## src/rtl/nvm_clk_div_pkg.sv

```systemverilog
package nvm_clk_div_pkg;
    typedef enum logic {
        ST_OPEN   = 1'b0,
        ST_LOCKED = 1'b1
    } lock_state_e;
endpackage

```

## src/rtl/nvm_clk_cfg.sv

```systemverilog
module nvm_clk_cfg
    import nvm_clk_div_pkg::*;
#(
    parameter int DIV_W = 6,
    localparam int REG_W = DIV_W + 2
) (
    input  logic             clk,
    input  logic             rst_n,
    input  logic             sel,
    input  logic             wr_en,
    input  logic [REG_W-1:0] wdata,
    output logic             locked,
    output logic             pre_sel,
    output logic [DIV_W-1:0] div_val
);
    lock_state_e state, state_nxt;
    logic        take;

    assign take = sel && wr_en;

    always_comb begin
        state_nxt = state;
        unique case (state)
            ST_OPEN:   state_nxt = take ? ST_LOCKED : ST_OPEN; // TAKE_WRITE / WAIT_WRITE
            ST_LOCKED: state_nxt = ST_LOCKED;                  // HOLD_LOCK
        endcase
    end

    always_ff @(posedge clk or negedge rst_n) begin
        if (!rst_n) state <= ST_OPEN;
        else        state <= state_nxt;
    end

    always_ff @(posedge clk or negedge rst_n) begin
        if (!rst_n) begin
            pre_sel <= 1'b0;
            div_val <= '0;
        end else if (state == ST_OPEN && take) begin
            pre_sel <= wdata[DIV_W];
            div_val <= wdata[DIV_W-1:0];
        end
    end

    assign locked = (state == ST_LOCKED);

    AST_LOCK_STICKY: assert property (@(posedge clk) disable iff (!rst_n)
        locked |=> locked);
    AST_CFG_FROZEN: assert property (@(posedge clk) disable iff (!rst_n)
        locked |=> ($stable(pre_sel) && $stable(div_val)));
    AST_UNSEL_IGNORED: assert property (@(posedge clk) disable iff (!rst_n)
        (!locked && !sel) |=> !locked);
endmodule

```

## src/rtl/nvm_clk_prescale.sv

```systemverilog
module nvm_clk_prescale #(
    parameter int PRE_LOG2 = 3
) (
    input  logic clk,
    input  logic rst_n,
    input  logic run,
    input  logic pre_sel,
    output logic stage_en
);
    logic pre_tick;

    generate
        if (PRE_LOG2 > 0) begin : g_pre
            logic [PRE_LOG2-1:0] pcnt;
            always_ff @(posedge clk or negedge rst_n) begin
                if (!rst_n)   pcnt <= '0;
                else if (!run) pcnt <= '0;
                else          pcnt <= pcnt + 1'b1;
            end
            assign pre_tick = run && (pcnt == '1);

            AST_PRE_GAP: assert property (@(posedge clk) disable iff (!rst_n)
                (run && pre_sel && stage_en) |=> !stage_en);
        end else begin : g_nopre
            assign pre_tick = run;
        end
    endgenerate

    assign stage_en = run && (pre_sel ? pre_tick : 1'b1);
endmodule

```

## src/rtl/nvm_clk_divcnt.sv

```systemverilog
module nvm_clk_divcnt #(
    parameter int DIV_W = 6
) (
    input  logic             clk,
    input  logic             rst_n,
    input  logic             run,
    input  logic             step,
    input  logic [DIV_W-1:0] limit,
    output logic             tick
);
    logic [DIV_W-1:0] dcnt;

    always_ff @(posedge clk or negedge rst_n) begin
        if (!rst_n)       dcnt <= '0;
        else if (!run)    dcnt <= '0;
        else if (step)    dcnt <= (dcnt == limit) ? '0 : dcnt + 1'b1;
    end

    assign tick = step && (dcnt == limit);

    AST_CNT_BOUND: assert property (@(posedge clk) disable iff (!rst_n)
        run |-> (dcnt <= limit));
    AST_IDLE_ZERO: assert property (@(posedge clk) disable iff (!rst_n)
        !run |=> (dcnt == '0 || run));
endmodule

```

## src/rtl/nvm_clk_div.sv

```systemverilog
module nvm_clk_div #(
    parameter int DIV_W    = 6,
    parameter int PRE_LOG2 = 3,
    localparam int REG_W   = DIV_W + 2
) (
    input  logic             clk,
    input  logic             rst_n,
    input  logic             sel,
    input  logic             wr_en,
    input  logic [REG_W-1:0] wdata,
    output logic [REG_W-1:0] rdata,
    output logic             tick,
    output logic             pgm_en
);
    logic             locked;
    logic             pre_sel;
    logic [DIV_W-1:0] div_val;
    logic             stage_en;

    nvm_clk_cfg #(.DIV_W(DIV_W)) u_cfg (
        .clk(clk), .rst_n(rst_n), .sel(sel), .wr_en(wr_en), .wdata(wdata),
        .locked(locked), .pre_sel(pre_sel), .div_val(div_val)
    );

    nvm_clk_prescale #(.PRE_LOG2(PRE_LOG2)) u_pre (
        .clk(clk), .rst_n(rst_n), .run(locked), .pre_sel(pre_sel),
        .stage_en(stage_en)
    );

    nvm_clk_divcnt #(.DIV_W(DIV_W)) u_div (
        .clk(clk), .rst_n(rst_n), .run(locked), .step(stage_en),
        .limit(div_val), .tick(tick)
    );

    assign rdata  = sel ? {locked, pre_sel, div_val} : '0;
    assign pgm_en = locked;

    AST_NO_TICK_UNLOCKED: assert property (@(posedge clk) disable iff (!rst_n)
        !pgm_en |-> !tick);
    AST_READ_GATED: assert property (@(posedge clk) disable iff (!rst_n)
        !sel |-> (rdata == '0));
endmodule

```

## config.mk

```make
export PLATFORM = sky130hd
export DESIGN_NAME = nvm_clk_div
export DESIGN_NICKNAME = d
export VERILOG_FILES = /design/src/rtl/nvm_clk_div_pkg.sv /design/src/rtl/nvm_clk_cfg.sv /design/src/rtl/nvm_clk_prescale.sv /design/src/rtl/nvm_clk_divcnt.sv /design/src/rtl/nvm_clk_div.sv
export SDC_FILE = /design/constraint.sdc
export NUM_CORES = 1
export LEC_CHECK = 0
export BUFFER_PORTS_ARGS = -buffer_cell sky130_fd_sc_hd__buf_2
export CAP_MARGIN = 10
export CORE_MARGIN = 5
export CORE_UTILIZATION = 35
export CTS_CLUSTER_DIAMETER = 150
export DETAILED_ROUTE_END_ITERATION = 10
export GPL_ROUTABILITY_DRIVEN = 0
export PLACE_DENSITY = 0.67
export SYNTH_ARGS = -nofsm -noshare
export SYNTH_HDL_FRONTEND = slang
export SYNTH_SLANG_ARGS = --single-unit
```

## constraint.sdc

```tcl
create_clock -name clk -period 4.35 [get_ports clk]
set_input_delay 0.87 -clock clk [delete_from_list [all_inputs] [get_ports clk]]
set_output_delay 0.87 -clock clk [all_outputs]
set_load 0.01 [all_outputs]
```

==> metrics.txt, run 1 <==
Max stage delay on crit path 0.45 ns; FMAX 400 MHz; hold buffer count at CTS 0; clk_lat worst skew 0.29 ns; CP Class reg2out; Seq cells post-synth 17; HPWL Detailed 1250 um; worst hold stages 1; Sequential Power Share 63.0%; minimum clock period 2.50 ns; H-tree levels 1; Ys Warns 0; max-slew violations 0; most common cell after layout, fill and taps aside buf_2; VDD IR max 0.221 mV; cells taking the most area after synthesis dfrtp_1 (50%), mux2_2 (9.3%), xor2_1 (8.3%); routed vias 611; Sum Neg Setup Slack 0 ns; flop-to-flop setup slack 2.78 ns; Synth-to-Final Area Change 18.7%; Placeable Area 2250 um2; worst-path maximum fanout 4; commonest non-fill, non-tap cells in the layout buf_2 (20), dfrtp_1 (17), and2_1 (10); worst slew margin relative to its limit 74.2%; post-synth top area share 50.1%; n_diodes 0; arrival time at the worst endpoint 1.63 ns; Power Total 251 uW; count of different cell masters after synthesis 20; FILL cells 243; cells on worst reg2reg path 7; Worst-path clk slew 0.10 ns; Yosys top cell by area dfrtp_1; post-synthesis sequential area ratio 50.1%; initial antenna violation count 0; post-route ant nets 0; Avg WL per Cell 12.0 um; Comb power frac 3.7%; buffer type at the clock tree root clkbuf_4; Worst setup EP type primary output; clock buffer depth 2; vias in the first global route 661; CP Cell Sequence xor2_1 -> nor4_2 -> nand2_1 -> nor2_1 -> buf_2; Mapped Cells 78; gr usage total 10.3%; Max Cap Viol 0; syn nets 93; Post-CTS Setup Inserts 0; largest net degree at the start of global routing 18; first-pass GRT wire length 2780 um; delay-heaviest family, CP simple AND/OR/NAND/NOR gates; Worst EP required 3.48 ns; drt initial violations 1; vias per std cell 4.74; DRC 0; Pleak 0.000575 uW; final hold vios 0; buffer and inverter count on the worst path 1; pwr/cell area 249 nW/um2; synthesized area 848 um2; share of cells above drive strength 1 34.7%; Hold WC Path Type reg2reg; total congestion overflow 0; fin cells 129; RSZ-0062 raised after global routing no; status finished, final reports clean; Initial Utilization 37.6%; Switching Fraction 21.8%; CTS tree done; Slowest cell on crit path dfrtp_1; Setup crit start kind register; switching pwr 54.7 uW; final cycle utilization of the critical path 57.4%; die height 59.2 um; fin nets 117; CTS buffer count 3; Slew @ Worst Pin 0.386 ns; syn_area_per_cell 10.9 um2; I/O Buffers 20; CTS Sinks 17; CP Depth 5; Die ar. 3510 um2; Die Wd 59.2 um; cts repair resizes 0; Rows 17; total detailed-routing wirelength 1550 um; DR pass1 iterations 2; Worst Skew 0.00556 ns; # placed instances 125; Internal 196 uW; Final setup violation count 0; Clk network pwr share 33.3%; IO Pins 22
worst reg2reg max path, cell delays in order, from the launching register on:
cell	delay (ns)
dfrtp_1	0.40
ha_1	0.20
ha_1	0.18
nand2b_1	0.18
nand2_1	0.11
a21oi_2	0.07
a21o_1	0.17
a22o_1	0.17
metrics by stage:
stage	hold WS [ns]	worst slack (ns)	cell area (um2)	utilization, %
floorplan	0.403	2.22	848	-
global placement	0.417	2.17	980	43.5
detailed placement	0.427	2.17	980	43.5
CTS	0.442	1.84	1010	44.7
global route	0.474	1.71	1010	44.7
finish	0.433	1.85	1010	44.7
Yosys cell counts:
library cell,instances
ha_1,3
a21oi_2,1
nand2b_1,1
a21oi_1,1
clkbuf_1,1
o21ai_0,3
nor2_1,5
a22o_2,1
dfrtp_1,17
xor2_1,8
nand2_1,9
inv_1,2
nor4_2,1
mux2_2,7
a21o_1,1
a22o_1,1
mux2i_1,1
and2_1,10
nand3_1,4
or2_2,1
cell type report:
| type | instances | area [um2] | share of cell area [%] |
|---|---|---|---|
| Clock buffer | 3 | 22.5 | 2.24 |
| Clock inverter | 1 | 5.00 | 0.497 |
| Inverter | 2 | 7.51 | 0.745 |
| Multi-Input combinational cell | 58 | 412 | 40.9 |
| Sequential cell | 17 | 425 | 42.2 |
| Tap cell | 28 | 35.0 | 3.48 |
| Timing Repair Buffer | 20 | 100 | 9.94 |
logic make-up (layout without fill, tap and decap cells):
kind of cell	count (synthesis)	in the layout	synth area share [%]
flip-flops	17	17	50.1
XOR/XNOR	8	8	8.26
buffers and inverters	3	26	1.33
adder cells (fa/ha/maj)	3	3	4.43
multiplexers	8	8	10.5
AO/OA/AOI/OAI	8	8	6.49
AND/OR/NAND/NOR	31	31	18.9
power by group through the flow:
stage	Sequential, uW	Clock, uW	Combinational [uW]
2_1_floorplan	161	0	1.72
3_3_place_gp	161	0	9.34
3_5_place_dp	161	0	9.78
4_1_cts	158	87.7	9.79
5_1_grt	158	97.8	10.5
6_report	158	83.4	9.30
final timing paths:
path / startpoint / to
worst max-delay path: u_div.dcnt[4]$_DFFE_PN0P_ / tick
worst min-delay path: u_pre.g_pre.pcnt[0]$_DFF_PN0_ / u_pre.g_pre.pcnt[0]$_DFF_PN0_
worst max register to register: u_pre.g_pre.pcnt[0]$_DFF_PN0_ / u_div.dcnt[5]$_DFFE_PN0P_
worst min register to register: u_pre.g_pre.pcnt[0]$_DFF_PN0_ / u_pre.g_pre.pcnt[0]$_DFF_PN0_
max in group asynchronous: rst_n / u_div.dcnt[2]$_DFFE_PN0P_
min in group asynchronous: rst_n / u_cfg.pre_sel$_DFFE_PN0P_
state kept, by name, indices dropped and copies added, names as in the netlist:
register,flops
u_div.dcnt,6
u_cfg.pre_sel,1
u_cfg.locked,1
u_cfg.div_val,6
u_pre.g_pre.pcnt,3
metal layers:
layer | vias up | track usage (%) | share of wire, %
li1 | 307 | - | -
met1 | 289 | 11.9 | 43
met2 | 13 | 18.1 | 53
met3 | 2 | 1.96 | 3.2
met4 | 0 | 4.85 | 0.78
met5 | - | 0 | 0
(Power assumes the default switching activity.)
==> inputs of run 2 (changes only) <==
--- a/config.mk
+++ b/config.mk
@@ -5,6 +5,7 @@
 export SDC_FILE = /design/constraint.sdc
 export NUM_CORES = 1
 export LEC_CHECK = 0
+export ABC_AREA = 1
 export BUFFER_PORTS_ARGS = -buffer_cell sky130_fd_sc_hd__buf_2
 export CAP_MARGIN = 10
 export CORE_MARGIN = 5
@@ -12,7 +13,7 @@
 export CTS_CLUSTER_DIAMETER = 150
 export DETAILED_ROUTE_END_ITERATION = 10
 export GPL_ROUTABILITY_DRIVEN = 0
-export PLACE_DENSITY = 0.67
+export PLACE_DENSITY = 0.66
 export SYNTH_ARGS = -nofsm -noshare
 export SYNTH_HDL_FRONTEND = slang
 export SYNTH_SLANG_ARGS = --single-unit
==> constraint.sdc (replaced) <==
create_clock -name clk -period 2.6 [get_ports clk]
set_input_delay 0.52 -clock clk [delete_from_list [all_inputs] [get_ports clk]]
set_output_delay 0.52 -clock clk [all_outputs]
set_load 0.01 [all_outputs]
==> run 2 against run 1 <==
  * Clock skew about the same
  * Utilization fell by 1.5 points
  * Wire length is 20% higher
  * First-iteration DRC count grew to 16 times the previous value
  * Highest routed layer is now met3
==> metrics.txt, run 2 <==
status finished, final reports clean; minimum clock period 2.09 ns; delay-heaviest family, CP flip-flops; post-synth top area share 45.3%; n_diodes 0; multi-input logic area 404 um2; vias per std cell 4.54; Seq cells post-synth 17; final cycle utilization of the critical path 80.5%; cells taking the most area after synthesis dfrtp_1 (45%), nand2_1 (18%), inv_1 (9.6%); clock buffer depth 2; clk_lat worst skew 0.29 ns; syn_area_per_cell 7.33 um2; Die ar. 3820 um2; Post-CTS Setup Inserts 0; CP Cell Sequence ha_1 -> ha_1 -> inv_1 -> a21oi_4 -> inv_1 -> nor2_1 -> buf_2; Worst-path clk slew 0.10 ns; flop-to-flop setup slack 1.17 ns; Post-Layout Inst Area 1090 um2; HPWL Detailed 1440 um; share of cells above drive strength 1 19.3%; Final setup violation count 0; CTS Sinks 17; worst-path maximum fanout 5; Placeable Area 2520 um2; cells on worst reg2reg path 3; gr usage total 11.2%; cts repair resizes 0; first-pass GRT wire length 3210 um; FMAX 478 MHz; Ys Warns 0; fin nets 166; Main synth FF type dfrtp_1; CP Class reg2out; CTS tree done; Pleak 0.000687 uW; buffer type at the clock tree root clkbuf_4; commonest non-fill, non-tap cells in the layout nand2_1 (44), inv_1 (24), buf_2 (20); final hold vios 0; worst r2r src u_cfg.locked$_DFF_PN0_; arrival time at the worst endpoint 1.57 ns; DRC 0; synthesized area 938 um2; FILL cells 257; top flop regs u_cfg.div_val x6, u_div.dcnt x6, u_pre.g_pre.pcnt x3; Area after DPL 1060 um2; Max stage delay on crit path 0.37 ns; final core utilization 43.2%; storage element area 425 um2; CTS buffer count 3; Initial Utilization 37.2%; initial antenna violation count 0; Worst setup EP type primary output; buffer and inverter count on the worst path 3; routed vias 818; most frequent cells after synthesis nand2_1 (44), inv_1 (24), dfrtp_1 (17); post-route ant nets 0; post-synthesis sequential area ratio 45.3%; count of different cell masters after synthesis 14; max-slew violations 0; Power Total 434 uW; Setup crit start kind register; Rows 18; pwr/cell area 399 nW/um2; DR pass1 iterations 4; Die Wd 61.8 um; R2R Path End u_cfg.pre_sel$_DFFE_PN0P_; Worst Skew 0.00517 ns; total detailed-routing wirelength 1860 um; Mapped Cells 128; total congestion overflow 0; IO Pins 22; vias in the first global route 792; I/O Buffers 20; Sum Neg Setup Slack 0 ns; Slew @ Worst Pin 0.461 ns; H-tree levels 1; Hold WC Path Type in2async; syn nets 143; largest net degree at the start of global routing 18; top-count cell post-synth nand2_1; worst slew margin relative to its limit 69.2%; Avg WL per Cell 10.3 um; RSZ-0062 raised after global routing no; EDFF count, synth 0; drt initial violations 16; Max Cap Viol 0; Yosys top cell by area dfrtp_1; Synth-to-Final Area Change 16.0%; most common cell after layout, fill and taps aside nand2_1; Worst EP required 2.08 ns; Slowest cell on crit path dfrtp_1; fraction of registers with async set/reset 100%; VDD IR max 0.279 mV; hold buffer count at CTS 0; die height 61.8 um
run 2: area by class of cell:
cell class	count	area share, %
Clock buffer	3	2.07
Multi-Input combinational cell	84	37.1
Inverter	25	8.62
Sequential cell	17	39.1
Tap cell	30	3.45
Clock inverter	1	0.460
Timing Repair Buffer	20	9.20
run 2: layer usage:
layer  wire [um]  track usage, %  vias to the layer above
met4           0            2.42                        0
met1         834            13.2                      369
met2         880            19.3                       22
li1            -               -                      427
met5           0               0                        -
met3         140            4.55                        0
run 2: logic make-up (layout without fill, tap and decap cells):
logic type | Yosys count | count (layout) | share of synthesized area (%)
and+or+nand+nor | 69 | 69 | 29.3
xor gates and xnor gates | 2 | 2 | 1.87
adders and majority gates | 3 | 3 | 4.00
buffers and inverters | 27 | 49 | 11.6
AOI/OAI and AO/OA | 8 | 8 | 5.47
DFF | 17 | 17 | 45.3
muxes | 2 | 2 | 2.40
run 2: worst max-delay path by stage:
stage / start / slack, ns / depth (start not counted) / end
3_5_place_dp: u_pre.g_pre.pcnt[0]$_DFF_PN0_ / 0.84 / 7 / tick
5_1_grt: u_pre.g_pre.pcnt[0]$_DFF_PN0_ / 0.37 / 7 / tick
6_report: u_pre.g_pre.pcnt[0]$_DFF_PN0_ / 0.51 / 7 / tick
4_1_cts: u_pre.g_pre.pcnt[0]$_DFF_PN0_ / 0.50 / 7 / tick
3_3_place_gp: u_pre.g_pre.pcnt[0]$_DFF_PN0_ / 0.89 / 7 / tick
2_1_floorplan: u_pre.g_pre.pcnt[0]$_DFF_PN0_ / 1.02 / 6 / tick
run 2: worst register-to-register path: stages, from the launching register on:
cell	delay (ns)
dfrtp_1	0.46
inv_2	0.13
nand3_1	0.34
mux2_2	0.40
run 2: through the flow:
step | std cells | setup slack (ns) | hold WS, ns
after floorplan | 128 | 1.02 | 0.224
after global placement | 176 | 0.892 | 0.420
after detailed placement | 176 | 0.842 | 0.433
after CTS | 180 | 0.496 | 0.133
after global routing | 180 | 0.372 | 0.142
final | 180 | 0.508 | 0.127
run 2: where the power goes:
group	internal [uW]	total (uW)	switching (uW)
sequential	264	264	0
clock	57.3	144	87.0
combinational	10.3	25.7	15.4
total	332	434	102
